File: src/rtl/prio_cpuif_pkg.sv
package prio_cpuif_pkg;
  localparam int OFF_MASK = 'h04;
  localparam int OFF_BP   = 'h08;
  localparam int OFF_ABP  = 'h1C;
  localparam int OFF_ACT0 = 'hD0;
  localparam int MASK_W   = 8;
  localparam int BP_W     = 3;

  typedef logic [BP_W-1:0] bp_t;

  function automatic bp_t bp_floor(input bp_t v, input bp_t lo);
    return (v < lo) ? lo : v;
  endfunction
endpackage

File: src/rtl/prio_cpuif_decode.sv
module prio_cpuif_decode #(
  parameter int ADDR_W  = 8,
  parameter int NUM_ACT = 4
) (
  input  logic [ADDR_W-1:0]  addr,
  output logic               sel_mask,
  output logic               sel_bp,
  output logic               sel_abp,
  output logic [NUM_ACT-1:0] sel_act
);
  import prio_cpuif_pkg::*;

  assign sel_mask = (addr == ADDR_W'(OFF_MASK));
  assign sel_bp   = (addr == ADDR_W'(OFF_BP));
  assign sel_abp  = (addr == ADDR_W'(OFF_ABP));

  for (genvar gi = 0; gi < NUM_ACT; gi++) begin : g_act_dec
    assign sel_act[gi] = (addr == ADDR_W'(OFF_ACT0 + 4 * gi));
  end
endmodule

File: src/rtl/prio_cpuif_bp_bank.sv
module prio_cpuif_bp_bank
  import prio_cpuif_pkg::*;
#(
  parameter bit          HAS_SEC = 1'b1,
  parameter int unsigned MIN_BP  = 2
) (
  input  logic clk,
  input  logic rst_n,
  input  logic wr,
  input  logic ns,
  input  logic sel_bp,
  input  logic sel_abp,
  input  bp_t  wval,
  output bp_t  rd_bp,
  output bp_t  rd_abp,
  output bp_t  bp_sec_q,
  output bp_t  bp_ns_q
);
  localparam bp_t FLOOR = bp_t'(MIN_BP);

  logic ns_view;
  logic sec_view;
  logic wr_sec;

  assign ns_view  = HAS_SEC && ns;
  assign sec_view = HAS_SEC && !ns;
  assign wr_sec   = wr && sel_bp && !ns_view;

  always_ff @(posedge clk or negedge rst_n) begin
    if (!rst_n)      bp_sec_q <= '0;
    else if (wr_sec) bp_sec_q <= wval;
  end

  if (HAS_SEC) begin : g_banked
    logic wr_ns;
    assign wr_ns = wr && ((sel_bp && ns_view) || (sel_abp && sec_view));
    always_ff @(posedge clk or negedge rst_n) begin
      if (!rst_n)     bp_ns_q <= FLOOR;
      else if (wr_ns) bp_ns_q <= bp_floor(wval, FLOOR);
    end
  end else begin : g_flat
    assign bp_ns_q = FLOOR;
  end

  assign rd_bp  = ns_view ? bp_ns_q : bp_sec_q;
  assign rd_abp = sec_view ? bp_ns_q : '0;
endmodule

File: src/rtl/prio_cpuif_act_words.sv
module prio_cpuif_act_words #(
  parameter int DATA_W  = 32,
  parameter int NUM_ACT = 4
) (
  input  logic               clk,
  input  logic               rst_n,
  input  logic               wr,
  input  logic [NUM_ACT-1:0] sel_act,
  input  logic [DATA_W-1:0]  wdata,
  output logic [DATA_W-1:0]  rd_act
);
  logic [DATA_W-1:0] act_q [NUM_ACT];

  for (genvar gi = 0; gi < NUM_ACT; gi++) begin : g_word
    always_ff @(posedge clk or negedge rst_n) begin
      if (!rst_n)                  act_q[gi] <= '0;
      else if (wr && sel_act[gi])  act_q[gi] <= wdata;
    end
  end

  always_comb begin
    rd_act = '0;
    for (int i = 0; i < NUM_ACT; i++) begin
      if (sel_act[i]) rd_act = act_q[i];
    end
  end
endmodule

File: src/rtl/prio_cpuif_regs.sv
module prio_cpuif_regs
  import prio_cpuif_pkg::*;
#(
  parameter bit          HAS_SEC = 1'b1,
  parameter int unsigned MIN_BP  = 2,
  parameter int          ADDR_W  = 8,
  parameter int          DATA_W  = 32,
  parameter int          NUM_ACT = 4
) (
  input  logic              clk,
  input  logic              rst_n,
  input  logic              reg_wr,
  input  logic [ADDR_W-1:0] reg_addr,
  input  logic              reg_ns,
  input  logic [DATA_W-1:0] reg_wdata,
  output logic [DATA_W-1:0] reg_rdata
);
  logic               sel_mask;
  logic               sel_bp;
  logic               sel_abp;
  logic [NUM_ACT-1:0] sel_act;
  logic [MASK_W-1:0]  mask_q;
  bp_t                rd_bp;
  bp_t                rd_abp;
  bp_t                bp_sec_q;
  bp_t                bp_ns_q;
  logic [DATA_W-1:0]  rd_act;

  prio_cpuif_decode #(.ADDR_W(ADDR_W), .NUM_ACT(NUM_ACT)) u_dec (
    .addr     (reg_addr),
    .sel_mask (sel_mask),
    .sel_bp   (sel_bp),
    .sel_abp  (sel_abp),
    .sel_act  (sel_act)
  );

  always_ff @(posedge clk or negedge rst_n) begin
    if (!rst_n)                  mask_q <= '0;
    else if (reg_wr && sel_mask) mask_q <= reg_wdata[MASK_W-1:0];
  end

  prio_cpuif_bp_bank #(.HAS_SEC(HAS_SEC), .MIN_BP(MIN_BP)) u_bp (
    .clk      (clk),
    .rst_n    (rst_n),
    .wr       (reg_wr),
    .ns       (reg_ns),
    .sel_bp   (sel_bp),
    .sel_abp  (sel_abp),
    .wval     (reg_wdata[BP_W-1:0]),
    .rd_bp    (rd_bp),
    .rd_abp   (rd_abp),
    .bp_sec_q (bp_sec_q),
    .bp_ns_q  (bp_ns_q)
  );

  prio_cpuif_act_words #(.DATA_W(DATA_W), .NUM_ACT(NUM_ACT)) u_act (
    .clk     (clk),
    .rst_n   (rst_n),
    .wr      (reg_wr),
    .sel_act (sel_act),
    .wdata   (reg_wdata),
    .rd_act  (rd_act)
  );

  always_comb begin
    reg_rdata = '0;
    if (sel_mask)     reg_rdata[MASK_W-1:0] = mask_q;
    if (sel_bp)       reg_rdata[BP_W-1:0]   = rd_bp;
    if (sel_abp)      reg_rdata[BP_W-1:0]   = rd_abp;
    if (|sel_act)     reg_rdata             = rd_act;
  end
endmodule

File: config.mk
export PLATFORM = sky130hd
export DESIGN_NAME = prio_cpuif_regs
export DESIGN_NICKNAME = d
export VERILOG_FILES = /design/src/rtl/prio_cpuif_pkg.sv /design/src/rtl/prio_cpuif_decode.sv /design/src/rtl/prio_cpuif_bp_bank.sv /design/src/rtl/prio_cpuif_act_words.sv /design/src/rtl/prio_cpuif_regs.sv
export SDC_FILE = /design/constraint.sdc
export NUM_CORES = 1
export LEC_CHECK = 0
export CAP_MARGIN = 20
export CORE_AREA = 2 2 129 131
export CTS_BUF_LIST = sky130_fd_sc_hd__clkbuf_8 sky130_fd_sc_hd__clkbuf_16
export CTS_CLUSTER_SIZE = 30
export DETAILED_ROUTE_END_ITERATION = 16
export DIE_AREA = 0 0 131 133
export DONT_BUFFER_PORTS = 1
export PLACE_DENSITY = 0.64
export SKIP_LAST_GASP = 1
export SYNTH_ARGS = -nofsm -noshare
export SYNTH_HDL_FRONTEND = slang
export SYNTH_HIERARCHICAL = 1
export SYNTH_SLANG_ARGS = --single-unit
File: constraint.sdc
create_clock -name clk -period 7 [get_ports clk]
set_input_delay 1.4 -clock clk [delete_from_list [all_inputs] [get_ports clk]]
set_output_delay 1.4 -clock clk [all_outputs]
set_load 0.03 [all_outputs]
Yosys cells after proc, flatten, opt, wreduce, memory -nomap -nowiden
Index checks and enable logic that the tools add are counted.
{ "word_totals": {"regBits": 142, "latch_bits": 0, "mem_bits_rw": 0, "romBits": 0, "in_bits": 44, "output_inout_bits": 32, "elab_cells": 39, "mem_count": 0} }
{ "op_classes": {"add_sub_neg": 0, "n_mul": 0, "div_mod_pow": 0, "order_cmp": 1, "n_eq_ne": 7, "n_shift": 0, "n_mux": 11, "bitwise": 0, "reduce_logical": 13} }
{ "ops": {"columns": ["cell", "count"], "rows": [
  ["two-way mux 32 bit", 5],
  ["== test 8 bit (second input constant)", 4],
  ["two-way mux 3 bit", 5],
  ["logical AND 1 bit", 10],
  ["== test 8 x 3 -> 1 bit (second input constant)", 1],
  ["== test 8 x 4 -> 1 bit (second input constant)", 1],
  ["== test 8 x 5 -> 1 bit (second input constant)", 1],
  ["two-way mux 8 bit", 1],
  ["OR reduction 4 bit", 1],
  ["less-than comparator 3 x 2 -> 1 bit (second input constant)", 1],
  ["zero test 1 bit", 1],
  ["logical OR 1 bit", 1]
]} }

Logic depth before layout (Yosys ltp)
{ "depth": {"ltp_word": 6, "depth_mapped": 9, "mapped_depth_nobuf": 7} }

Cells and area by module
The synthesis kept the hierarchy.
{ "by_module_without_submodules": {"columns": ["mod", "instances", "cells_per_inst", "area_each_um2"], "rows": [
  ["prio_cpuif_act_words", 1, 391, 5436.5],
  ["prio_cpuif_regs", 1, 77, 719.4],
  ["prio_cpuif_bp_bank", 1, 27, 334.1],
  ["prio_cpuif_decode", 1, 14, 100.1]
]} }

Worst setup path after synthesis
OpenSTA, ideal clock, no wires.
{ "synth_timing": {"path_kind": "input-to-output", "start": "input port reg_addr[1]", "end": "output port reg_rdata[1]", "arrival_time_ns": 3.353, "required_ns": 5.600, "setup_slack_ns": 2.247, "stages": 8, "path_cell_list": "or3_1 -> nor3_1 -> nor2b_1 -> buf_2 -> a22oi_1 -> a21oi_1 -> nand2_1 -> o21ai_1"} }
{ "synth_between": {"elab_chain_len": 6, "elab_cells_between_ends": 16, "classes_between": "eq/ne: 7; mux: 8; reduce/logical: 1"} }
{ "synth_lines": {"columns": ["item", "line", "text"], "rows": [
  ["start, declared", "prio_cpuif_regs.sv:13", "input logic [ADDR_W-1:0] reg_addr,"],
  ["== test 8 bit", "prio_cpuif_decode.sv:18", "assign sel_act[gi] = (addr == ADDR_W'(OFF_ACT0 + 4 * gi));"],
  ["net sel_act[0]", "prio_cpuif_regs.sv:21", "logic [NUM_ACT-1:0] sel_act;"],
  ["two-way mux 32 bit (4 in a row)", "prio_cpuif_act_words.sv:24", "if (sel_act[i]) rd_act = act_q[i];"],
  ["net rd_act[1]", "prio_cpuif_regs.sv:27", "logic [DATA_W-1:0] rd_act;"],
  ["two-way mux 32 bit", "prio_cpuif_regs.sv:70", "if (|sel_act) reg_rdata = rd_act;"],
  ["end, declared", "prio_cpuif_regs.sv:16", "output logic [DATA_W-1:0] reg_rdata"]
]} }
The timed path passes the listed nets, and every way through them passes these cells.

Final worst setup path
{ "layout_timing": {"start": "input port reg_addr[1]", "end": "output port reg_rdata[20]"} }
{ "layout_between": {"elab_cells_between_ends": 10, "classes_between": "eq/ne: 4; mux: 5; reduce/logical: 1"} }
{ "layout_rtl": {"columns": ["item", "line"], "rows": [
  ["== test 8 bit", "prio_cpuif_decode.sv:18"],
  ["net sel_act[1]", "prio_cpuif_regs.sv:21"],
  ["two-way mux 32 bit (3 in a row)", "prio_cpuif_act_words.sv:24"],
  ["net rd_act[20]", "prio_cpuif_regs.sv:27"],
  ["two-way mux 32 bit", "prio_cpuif_regs.sv:70"]
]} }
The timed path passes the listed nets, and every way through them passes these cells.

==> impl_metrics.tcl <==
set metrics [dict create \
    pwr_density_cell_nw_per_um2 236.3 \
    synth.ff_latch_count 142 \
    postLayoutCellArea_sq_um 7308 \
    yosys.area.top_type "dfrtp_1" \
    grt_pass1_vias 4408 \
    htree_levels 4 \
    syn2layout_area_growth_pct 10.90 \
    die_area_sq_um 17420 \
    start_util_pct 40.75 \
    avgSynthCellArea_sq_um 12.95 \
    rrSetupSlack_ns 6.14 \
    die_h_um 133 \
    tns_ns 0 \
    ctsLongestPathBuffers 2 \
    drv_slew 0 \
    yosysTopAreaCellShare_pct 53.54 \
    fin_skew_ns 0 \
    clk_pin_slew_ns 0.05 \
    yosys-top-cells-count "dfrtp_1, mux2_2, a21oi_1, o22ai_1, a22oi_1" \
    synth_area_sq_um 6590 \
    vias_per_cell 5.711 \
    critPathArrivalTime_ns 4.07 \
    clock.fmax_mhz 182.7 \
    clock_latency_ns 0.42 \
    slew_headroom_pct 28.91 \
    critPathKind "input pin to primary output" \
    startpoint_type "input pin" \
    coreArea_sq_um 16170 \
    syn_inst 509 \
    cts_hold_buf 0 \
    grt_max_degree 143 \
    tightest_slew_ns 1.064 \
    cts_buffers 17 \
    place_area_sq_um 6779 \
    cp_data_required_time_ns 5.60 \
    firstDrtPassIters 4 \
    wl_per_cell_um 20.14 \
    dp_hpwl_um 9075 \
    route.final.wire_length_um 14820 \
    synth-edff-count 0 \
    multiInputGateArea_sq_um 2843 \
    synth_nets 553 \
    drtIter0Drc 336 \
    port_buffers 0 \
    synth_ff_type "dfrtp_1" \
    status "finished clean" \
    rsz0062_at_grt "false" \
    fin_nets 549 \
    grt_pass1_wl_um 23810 \
    dp_cells 705 \
    drtAntennaViolNets 0 \
    synthTopCellsByArea "dfrtp_1, mux2_2, a22oi_1" \
    ys_types 38 \
    ctsResizeCount 0 \
    drv_cap 0 \
    seq_area_sq_um 3555 \
    power_w 0.001727 \
    gr-usage-all-layers_pct 17.86 \
    antenna_found_initial 0 \
    end_kind "primary output" \
    die_x_um 131 \
    final_cells 736 \
    period_needed_ns 5.473 \
    setup_viol 0 \
    place.gp.congestion 0.8012 \
    critPathMaxFanout 38 \
    fin_hold_ws_ns 0.5043 \
    vias 4203 \
    synth_seq_area_share_pct 53.94 \
    antennaDiodeCount 0 \
    grt_overflow 0 \
    final.fill_count 1473 \
    timing.final.crit_share_pct 78.19 \
    clk_root_buffer_cell "clkbuf_16" \
    numClockSinks 142 \
    layout-drive-gt1-share_pct 42.25 \
    post-route-drc-count 0 \
    cts_tree "built" \
    fp-row-count 47 \
    postCtsSetupRepairBufs 0 \
    hold_class "register to register" \
    async_reset_ff_share_pct 100.0 \
    hold_viol 0 \
    power_leakage_nw 3.580 \
    peakVddDrop_v 0.0001763 \
    io_pins 76 \
    yosys_warnings 6 \
]
[flip-flops by register name, indices dropped and copies added, names as in the netlist]
register and count:
mask_q 8, u_act/act_q 128, u_bp/bp_ns_q 3, u_bp/bp_sec_q 3
[layout by cell type, fill, tap and decap left out, types with 5 or more instances in the layout]
cell type    n
clkinv_2     5
dfrtp_1    141
nand3_1      5
a22oi_1     30
o21ai_0      6
a21oi_1     31
mux2_2     141
buf_4        8
and2_4      22
nand2_1     21
inv_1        8
o22ai_1     31
clkbuf_16   17
[worst max-delay path, stage by stage]
cell and delay [ns]:
or4b_1 0.60, nor2_4 0.86, nor2b_2 0.28, buf_6 0.26, buf_4 0.19, a22oi_1 0.17
a21oi_1 0.10, and2_4 0.19
[cells by family after synthesis]
family | after synthesis | synth area share, %
muxes | 144 | 24.70
DFF | 142 | 53.94
AOI/OAI and AO/OA | 107 | 10.12
and+or+nand+nor | 78 | 8.088
buffers and inverters | 38 | 3.152
[report_power, final]
group | leakage, nW | internal [W] | switching [W] | total [W]
Combinational | 1.36 | 0.0000344 | 0.0000166 | 0.0000511
Clock | 0.267 | 0.000468 | 0.000327 | 0.000796
Sequential | 1.95 | 0.000861 | 0.0000193 | 0.000880
[cell type report]
cell class	count	area share (%)
timing repair buffer	10	1.353
clock inverter	10	0.7019
sequential	142	48.64
multi-input combinational	329	38.90
inverter	5	0.2568
tap	220	3.766
clock buffer	20	6.386
[metrics by stage]
step                util [%]  setup slack (ns)
floorplan                  -             2.247
global placement       41.75             1.495
detailed placement     41.92             1.478
CTS                    45.12             1.468
global route           45.19             1.356
finish                 45.19             1.527
[layer usage]
metal | GRT usage, % | vias up | share of wire (%)
li1 | - | 1883 | -
met1 | 22.93 | 2194 | 44
met2 | 28.44 | 103 | 49
met3 | 5.863 | 23 | 5.8
met4 | 5.851 | 0 | 1.5
met5 | 0 | - | 0
[final timing paths]
path / startpoint / to / cells past startpoint
max: reg_addr[1] / reg_rdata[20] / 8
min: u_act/act_q[71] / u_act/act_q[71] / 1
max reg2reg: u_bp/bp_ns_q[1] / u_bp/bp_ns_q[1] / 2
min reg2reg: u_act/act_q[71] / u_act/act_q[71] / 1
max in group asynchronous: rst_n / u_act/act_q[71] / 0
min in group asynchronous: rst_n / u_bp/bp_sec_q[1] / 0
No activity file was read; power rests on OpenSTA's default activity.
